### src/rtl/rxhold_pkg.sv
package rxhold_pkg;

    localparam int BYTE_W = 8;
    localparam int NCH    = 2;
    localparam int LEN_W  = 4;
    localparam int ADDR_W = 3;
    localparam int STS_W  = 4 * NCH;

    localparam logic [ADDR_W-1:0] ADR_IEN   = 3'd0;
    localparam logic [ADDR_W-1:0] ADR_CFG   = 3'd1;
    localparam logic [ADDR_W-1:0] ADR_STS   = 3'd2;
    localparam logic [ADDR_W-1:0] ADR_HOLD0 = 3'd3;

    // per-channel status nibble, most significant field first
    typedef struct packed {
        logic udf;
        logic ovf;
        logic eof;
        logic full;
    } chan_sts_t;

    typedef struct packed {
        logic              vld;
        logic [BYTE_W-1:0] data;
    } load_t;

    function automatic logic [ADDR_W-1:0] hold_addr(input int ch);
        return ADR_HOLD0 + ADDR_W'(ch);
    endfunction

endpackage

### src/rtl/rx_bit_packer.sv
module rx_bit_packer
    import rxhold_pkg::*;
#(
    parameter int PK_BYTE_W = BYTE_W,
    parameter int PK_LEN_W  = LEN_W
) (
    input  logic                clk,
    input  logic                rst,
    input  logic                stb,
    input  logic                good,
    input  logic                din,
    input  logic [PK_LEN_W-1:0] eof_len,
    output load_t               ld,
    output logic                eof_pulse
);

    localparam int CW    = $clog2(PK_BYTE_W + 1);
    localparam int RUN_W = PK_LEN_W + 1;
    localparam logic [RUN_W-1:0] RUN_MAX = '1;

    logic [PK_BYTE_W-1:0] shreg_q, shreg_n;
    logic [CW-1:0]        cnt_q, cnt_n;
    logic [RUN_W-1:0]     run_q, run_n, run_inc;
    logic                 in_frame_q, in_frame_n;
    logic [PK_BYTE_W-1:0] shifted;

    always_comb begin
        shreg_n    = shreg_q;
        cnt_n      = cnt_q;
        run_n      = run_q;
        in_frame_n = in_frame_q;
        ld         = '0;
        eof_pulse  = 1'b0;
        shifted    = {shreg_q[PK_BYTE_W-2:0], din};
        run_inc    = (run_q == RUN_MAX) ? run_q : run_q + 1'b1;
        if (stb && good) begin
            in_frame_n = 1'b1;
            run_n      = '0;
            if (cnt_q == CW'(PK_BYTE_W - 1)) begin
                ld.vld  = 1'b1;
                ld.data = shifted;
                shreg_n = '0;
                cnt_n   = '0;
            end else begin
                shreg_n = shifted;
                cnt_n   = cnt_q + 1'b1;
            end
        end else if (stb && in_frame_q) begin
            if (run_inc > {1'b0, eof_len}) begin
                eof_pulse  = 1'b1;
                if (cnt_q != '0) begin
                    ld.vld  = 1'b1;
                    ld.data = shreg_q << (PK_BYTE_W - int'(cnt_q));
                end
                shreg_n    = '0;
                cnt_n      = '0;
                run_n      = '0;
                in_frame_n = 1'b0;
            end else begin
                run_n = run_inc;
            end
        end
    end

    always_ff @(posedge clk) begin
        if (rst) begin
            shreg_q    <= '0;
            cnt_q      <= '0;
            run_q      <= '0;
            in_frame_q <= 1'b0;
        end else begin
            shreg_q    <= shreg_n;
            cnt_q      <= cnt_n;
            run_q      <= run_n;
            in_frame_q <= in_frame_n;
        end
    end

    p_eof_idle_r4: assert property (@(posedge clk) disable iff (rst)
        eof_pulse |=> (!in_frame_q && cnt_q == '0 && run_q == '0));

endmodule

### src/rtl/rx_hold_slot.sv
module rx_hold_slot
    import rxhold_pkg::*;
#(
    parameter int SL_BYTE_W = BYTE_W
) (
    input  logic                 clk,
    input  logic                 rst,
    input  load_t                ld,
    input  logic                 rd,
    output logic                 full_q,
    output logic [SL_BYTE_W-1:0] rd_byte,
    output logic                 ovf_evt,
    output logic                 udf_evt
);

    logic [SL_BYTE_W-1:0] data_q;

    assign ovf_evt = ld.vld && full_q && !rd;
    assign udf_evt = rd && !full_q;
    assign rd_byte = full_q ? data_q : '0;

    always_ff @(posedge clk) begin
        if (rst) begin
            data_q <= '0;
            full_q <= 1'b0;
        end else begin
            if (rd)
                full_q <= 1'b0;
            if (ld.vld) begin
                data_q <= ld.data;
                full_q <= 1'b1;
            end
        end
    end

    p_load_fills_r2: assert property (@(posedge clk) disable iff (rst)
        ld.vld |=> (full_q && data_q == $past(ld.data)));

    p_read_empties_r6: assert property (@(posedge clk) disable iff (rst)
        (rd && !ld.vld) |=> !full_q);

endmodule

### src/rtl/rx_irq_gate.sv
module rx_irq_gate
    import rxhold_pkg::*;
#(
    parameter int G_NCH = NCH
) (
    input  logic               clk,
    input  logic               rst,
    input  logic [G_NCH-1:0]   full,
    input  logic [G_NCH-1:0]   udf_evt,
    input  logic [G_NCH-1:0]   ovf_evt,
    input  logic [G_NCH-1:0]   eof_evt,
    input  logic               sts_rd,
    input  logic [4*G_NCH-1:0] ien,
    output logic [4*G_NCH-1:0] sts,
    output logic               irq
);

    logic [G_NCH-1:0] udf_q, ovf_q, eof_q;

    always_ff @(posedge clk) begin
        if (rst) begin
            udf_q <= '0;
            ovf_q <= '0;
            eof_q <= '0;
        end else begin
            udf_q <= (sts_rd ? '0 : udf_q) | udf_evt;
            ovf_q <= (sts_rd ? '0 : ovf_q) | ovf_evt;
            eof_q <= (sts_rd ? '0 : eof_q) | eof_evt;
        end
    end

    for (genvar c = 0; c < G_NCH; c++) begin : g_sts
        chan_sts_t nib;
        assign nib.udf  = udf_q[c];
        assign nib.ovf  = ovf_q[c];
        assign nib.eof  = eof_q[c];
        assign nib.full = full[c];
        assign sts[4*c +: 4] = nib;

        p_evt_sticks_r8: assert property (@(posedge clk) disable iff (rst)
            (udf_evt[c] || ovf_evt[c] || eof_evt[c]) |=>
            ((udf_q[c] || !$past(udf_evt[c])) && (ovf_q[c] || !$past(ovf_evt[c]))
             && (eof_q[c] || !$past(eof_evt[c]))));
    end

    assign irq = |(sts & ien);

    p_clear_r8: assert property (@(posedge clk) disable iff (rst)
        (sts_rd && !(|udf_evt) && !(|ovf_evt) && !(|eof_evt)) |=>
        (udf_q == '0 && ovf_q == '0 && eof_q == '0));

endmodule

### src/rtl/dual_rx_holding.sv
module dual_rx_holding
    import rxhold_pkg::*;
(
    input  logic              clk,
    input  logic              rst,
    input  logic [NCH-1:0]    bit_stb,
    input  logic [NCH-1:0]    bit_good,
    input  logic [NCH-1:0]    bit_din,
    input  logic              host_wr,
    input  logic              host_rd,
    input  logic [ADDR_W-1:0] host_addr,
    input  logic [BYTE_W-1:0] host_wdata,
    output logic [BYTE_W-1:0] host_rdata,
    output logic              irq
);

    logic [STS_W-1:0]  ien_q;
    logic [LEN_W-1:0]  eof_len_q;
    logic [STS_W-1:0]  sts;
    logic [NCH-1:0]    full, udf_evt, ovf_evt, eof_evt, rd_hold;
    logic [BYTE_W-1:0] rd_byte [NCH];
    logic [BYTE_W-1:0] rd_mux;
    logic              sts_rd;

    assign sts_rd = host_rd && host_addr == ADR_STS;

    for (genvar c = 0; c < NCH; c++) begin : g_ch
        load_t ld;

        assign rd_hold[c] = host_rd && host_addr == hold_addr(c);

        rx_bit_packer #(.PK_BYTE_W(BYTE_W), .PK_LEN_W(LEN_W)) u_pack (
            .clk       (clk),
            .rst       (rst),
            .stb       (bit_stb[c]),
            .good      (bit_good[c]),
            .din       (bit_din[c]),
            .eof_len   (eof_len_q),
            .ld        (ld),
            .eof_pulse (eof_evt[c])
        );

        rx_hold_slot #(.SL_BYTE_W(BYTE_W)) u_slot (
            .clk     (clk),
            .rst     (rst),
            .ld      (ld),
            .rd      (rd_hold[c]),
            .full_q  (full[c]),
            .rd_byte (rd_byte[c]),
            .ovf_evt (ovf_evt[c]),
            .udf_evt (udf_evt[c])
        );
    end

    rx_irq_gate #(.G_NCH(NCH)) u_gate (
        .clk     (clk),
        .rst     (rst),
        .full    (full),
        .udf_evt (udf_evt),
        .ovf_evt (ovf_evt),
        .eof_evt (eof_evt),
        .sts_rd  (sts_rd),
        .ien     (ien_q),
        .sts     (sts),
        .irq     (irq)
    );

    always_comb begin
        rd_mux = '0;
        case (host_addr)
            ADR_IEN: rd_mux = BYTE_W'(ien_q);
            ADR_CFG: rd_mux = BYTE_W'(eof_len_q);
            ADR_STS: rd_mux = BYTE_W'(sts);
            default: begin
                for (int c = 0; c < NCH; c++)
                    if (host_addr == hold_addr(c)) rd_mux = rd_byte[c];
            end
        endcase
    end

    always_ff @(posedge clk) begin
        if (rst) begin
            ien_q      <= '0;
            eof_len_q  <= '0;
            host_rdata <= '0;
        end else begin
            if (host_wr && host_addr == ADR_IEN) ien_q     <= host_wdata[STS_W-1:0];
            if (host_wr && host_addr == ADR_CFG) eof_len_q <= host_wdata[LEN_W-1:0];
            if (host_rd) host_rdata <= rd_mux;
        end
    end

    p_irq_masked_r9: assert property (@(posedge clk) disable iff (rst)
        ($past(host_wr) && $past(host_addr) == ADR_IEN && $past(host_wdata) == '0) |-> !irq);

endmodule

### config.mk
export PLATFORM = sky130hd
export DESIGN_NAME = dual_rx_holding
export DESIGN_NICKNAME = d
export VERILOG_FILES = /design/src/rtl/rxhold_pkg.sv /design/src/rtl/rx_bit_packer.sv /design/src/rtl/rx_hold_slot.sv /design/src/rtl/rx_irq_gate.sv /design/src/rtl/dual_rx_holding.sv
export SDC_FILE = /design/constraint.sdc
export NUM_CORES = 1
export LEC_CHECK = 0
export BUFFER_PORTS_ARGS = -buffer_cell sky130_fd_sc_hd__clkbuf_2
export CORE_ASPECT_RATIO = 1.5
export CORE_UTILIZATION = 61
export DETAILED_ROUTE_END_ITERATION = 6
export PLACE_DENSITY = 0.85
export SETUP_SLACK_MARGIN = 0.02
export SYNTH_ARGS = -nofsm -noshare
export SYNTH_HDL_FRONTEND = slang
export SYNTH_SLANG_ARGS = --single-unit
export TNS_END_PERCENT = 10
### constraint.sdc
create_clock -name clk -period 3.5 [get_ports clk]
set_input_delay 0.35 -clock clk [delete_from_list [all_inputs] [get_ports clk]]
set_output_delay 0.35 -clock clk [all_outputs]
set_load 0.1 [all_outputs]
==> impl_results.md <==
- Run status: finished, final reports clean
- Post-detail-place hpwl: 8480 µm
- Core ar.: 0.00761 mm²
- Area growth syn-to-layout: 10.2%
- Total Neg Setup Slack: 0 ns
- DRC Markers: 0
- I/O Pins: 30
- Mapped Cells: 550
- Crit Path Category: reg -> reg
- WP data arrival: 3.31 ns
- Async S/R FF share, synth: 0%
- Total CTS buffers: 9
- Distinct cells, synth: 86
- Max FO, Critical Path: 9
- MaxCap Viol Count: 0
- R2R cell count: 9
- Post-synthesis mux area share: 9.35%
- Ys Warns: 0
- Final-layout fill cell count: 613
- GR Overflow Total: 0
- Largest net degree at the start of global routing: 83
- R2R Setup Slk: 0.43 ns
- Routed Wire Length: 11,900 µm
- Final hold violations: 0
- Cell Area, Synth: 0.00476 mm²
- Via-per-instance ratio: 6.56
- Min Tclk post-route: 3.07 ns
- Worst reg2reg startpoint: g_ch[0].u_pack.run_q[0]
- CTS max path bufs: 2
- Synth Net Count: 585
- CTS tree: built
- Global placement routability congestion: 0.962
- Endpoint class of the critical path: flip-flop
- Total Power: 2290 µW
- Final Max Slew Viols: 0
- All-Layer GR Usage: 29.9%
- Clock latency on the worst-skew pair: 0.35 ns
- VDD IR max: 490 µV
- Vias: 4,375
- RSZ-0062 raised after global routing: false
- Drt wl/cell: 17.8 µm
- Worst slew margin: 24.3%
- Xor/xnor share of the synthesized area: 2.18%
- Grt met2 use: 53.0%
- Crit path launch type: flip-flop
- GR peak layer: met2
- Slew @ Worst Pin: 1.12 ns
- Pwr/cell area: 437 mW/mm²
- Fraction of layout cells with a size suffix above 1: 15.2%
- Placed cell areas: 0.00491 mm²
- Largest family of logic cells by synthesized area: compound AO/OA/AOI/OAI gates
- # hold bufs at CTS: 0
- Fin nets: 595
- Compound-Gate Fraction of Synth Area: 25.1%
- RR Endpoint: g_ch[0].u_slot.data_q[0]
- Hold path start: host_wdata[6]
- Syn Area/Cell: 8.66 µm²
- Adder and majority cell fraction of the synthesized area: 3.68%
- ANT nets after route: 0
- Starting DRC count in detailed routing: 291
- Number of global-route vias before repair: 4,080
- Post-synthesis sequential area ratio: 33.6%
- Die height: 110 µm
- Worst hold path class: in -> reg
- Hold Crit Depth: 3
- Leakage: 0.00195 µW
- Met3 Use GR: 5.18%
- GR Util met1: 32.3%
- H-tree Lvls: 3
- Synth Area in Simple Gates: 21.4%
- Initial Util: 62.6%
- Post-CTS Resized: 0
- FP Rows: 39
- Diodes inserted: 0
- Design area: 0.00525 mm²
- Setup violations, final: 0
- Setup WS pre-CTS: 0.487 ns
- Seq cells post-synth: 80
- Worst hold endpoint: ien_q[6]
- Fin crit share: 87.6%
- Synth Flop Type: dfxtp_1
- PortBufs: 29
- Clk slew on worst S/H paths: 0.06 ns
- CTS root buffer: clkbuf_16
- Final Skew: 0.00669 ns
- Critical path data required time: 3.75 ns
- Setup ws final: 0.434 ns
- Initial antenna violation count: 0
- Number of synthesized flops with an enable pin: 0
- Die W: 74.2 µm
- CTS Sinks: 80
- Post-CTS Setup Inserts: 0
- Die area: 0.00818 mm²
- First-pass GRT wire length: 18,600 µm
- Fmax: 326 MHz
- Drt pass-1 iters: 5
## per-stage QoR
| stage | cells | hold WS (ns) | util (%) |
|---|---|---|---|
| 2_1_floorplan | 550 | 0.444 | - |
| 3_3_place_gp | 651 | 0.463 | 64.5 |
| 3_5_place_dp | 651 | 0.468 | 64.5 |
| 4_1_cts | 667 | 0.219 | 69.0 |
| 5_1_grt | 667 | 0.242 | 69.0 |
| 6_report | 667 | 0.220 | 69.0 |
## critical path, stage by stage, from the launching register on
cell	delay, ns
dfxtp_1	0.40
ha_1	0.30
nand4_1	0.26
mux2_2	0.35
ha_1	0.33
and2b_1	0.18
o2111ai_2	0.16
a311oi_4	0.51
a221oi_1	0.20
a211oi_1	0.28
## worst max-delay path by stage
stage | slack (ns) | endpoint | from | cells after the start
after floorplan | 0.74 | g_ch[1].u_slot.data_q[5] | g_ch[1].u_pack.run_q[0] | 10
after global placement | 0.61 | g_ch[1].u_slot.data_q[7] | g_ch[1].u_pack.run_q[0] | 10
after detailed placement | 0.49 | g_ch[0].u_slot.data_q[1] | g_ch[0].u_pack.run_q[0] | 9
after CTS | 0.44 | g_ch[0].u_slot.data_q[0] | g_ch[0].u_pack.run_q[0] | 9
after global routing | 0.28 | g_ch[0].u_pack.cnt_q[2] | g_ch[0].u_pack.run_q[0] | 9
final | 0.43 | g_ch[0].u_slot.data_q[0] | g_ch[0].u_pack.run_q[0] | 9
## registers in the layout, summed over array words and instances (netlist names)
name / flops
g_ch.u_pack.cnt_q: 8
g_ch.u_pack.in_frame_q: 2
host_rdata: 8
ien_q: 8
u_gate.udf_q: 2
u_gate.ovf_q: 2
eof_len_q: 4
u_gate.eof_q: 2
g_ch.u_pack.shreg_q: 16
g_ch.u_slot.data_q: 16
g_ch.u_slot.full_q: 2
g_ch.u_pack.run_q: 10
## kinds of logic after synthesis
logic type / after synthesis
buffers and inverters: 51
and+or+nand+nor: 196
AOI/OAI and AO/OA: 158
xor gates and xnor gates: 11
DFF: 80
adders and majority gates: 14
muxes: 40
## cells in the mapped netlist, drive strengths merged (13+ instances only)
cell | instances | area share (%)
a21oi | 44 | 4.6
mux2 | 16 | 3.8
mux2i | 22 | 4.6
clkbuf | 24 | 2.3
nand3 | 13 | 1.4
dfxtp | 80 | 34
inv | 14 | 1.1
a22oi | 14 | 2.2
nand2 | 52 | 4.1
ha | 14 | 3.7
nor2 | 55 | 4.3
## power breakdown
group          leakage (µW)  switching (µW)  internal [µW]
Sequential         0.000647            20.2            927
Clock              0.000156             377            697
Combinational       0.00115             183           88.2
## placed cells by master, fill, tap and decap left out, types with 3 or more instances in the layout
master	netlist	routed
dfxtp_1	80	80
nor2_1	55	55
nand2_1	52	52
a21oi_1	44	44
clkbuf_2	0	29
mux2i_1	22	22
mux2_2	14	14
inv_1	14	14
a22oi_1	14	14
ha_1	14	14
nand3_1	13	13
o21ai_0	12	12
o22ai_1	11	11
a221oi_1	11	11
nor2b_1	10	10
a32oi_1	10	10
clkbuf_16	0	9
nor4_1	8	8
nand2b_1	7	7
nand4_1	6	6
xnor2_1	6	6
a221o_1	6	6
nor3_1	6	6
buf_4	1	6
xor2_1	4	4
and3_1	4	4
or3_1	4	4
o31ai_1	4	4
nand3b_1	4	4
o2111a_1	3	3
o21a_1	3	3
a41oi_1	3	3
and2_1	3	3
o221ai_1	3	3
a211oi_1	3	3
bufinv_16	0	3
## cell type report
type / instances / area [µm²] / area share (%)
clock inverters: 5 / 105 / 2.00
clock buffers: 11 / 233 / 4.43
multi-input cells: 419 / 2940 / 55.9
well taps: 102 / 128 / 2.43
inverters: 15 / 56.3 / 1.07
repair buffers: 35 / 190 / 3.62
flip-flops and latches: 80 / 1600 / 30.5
## metal layers
layer  share of wire, %  vias to the layer above
li1                   -                     2099
met1                 40                     2091
met2                 52                      135
met3                4.2                       50
met4                4.0                        0
met5                  0                        -
(Power assumes the default switching activity.)
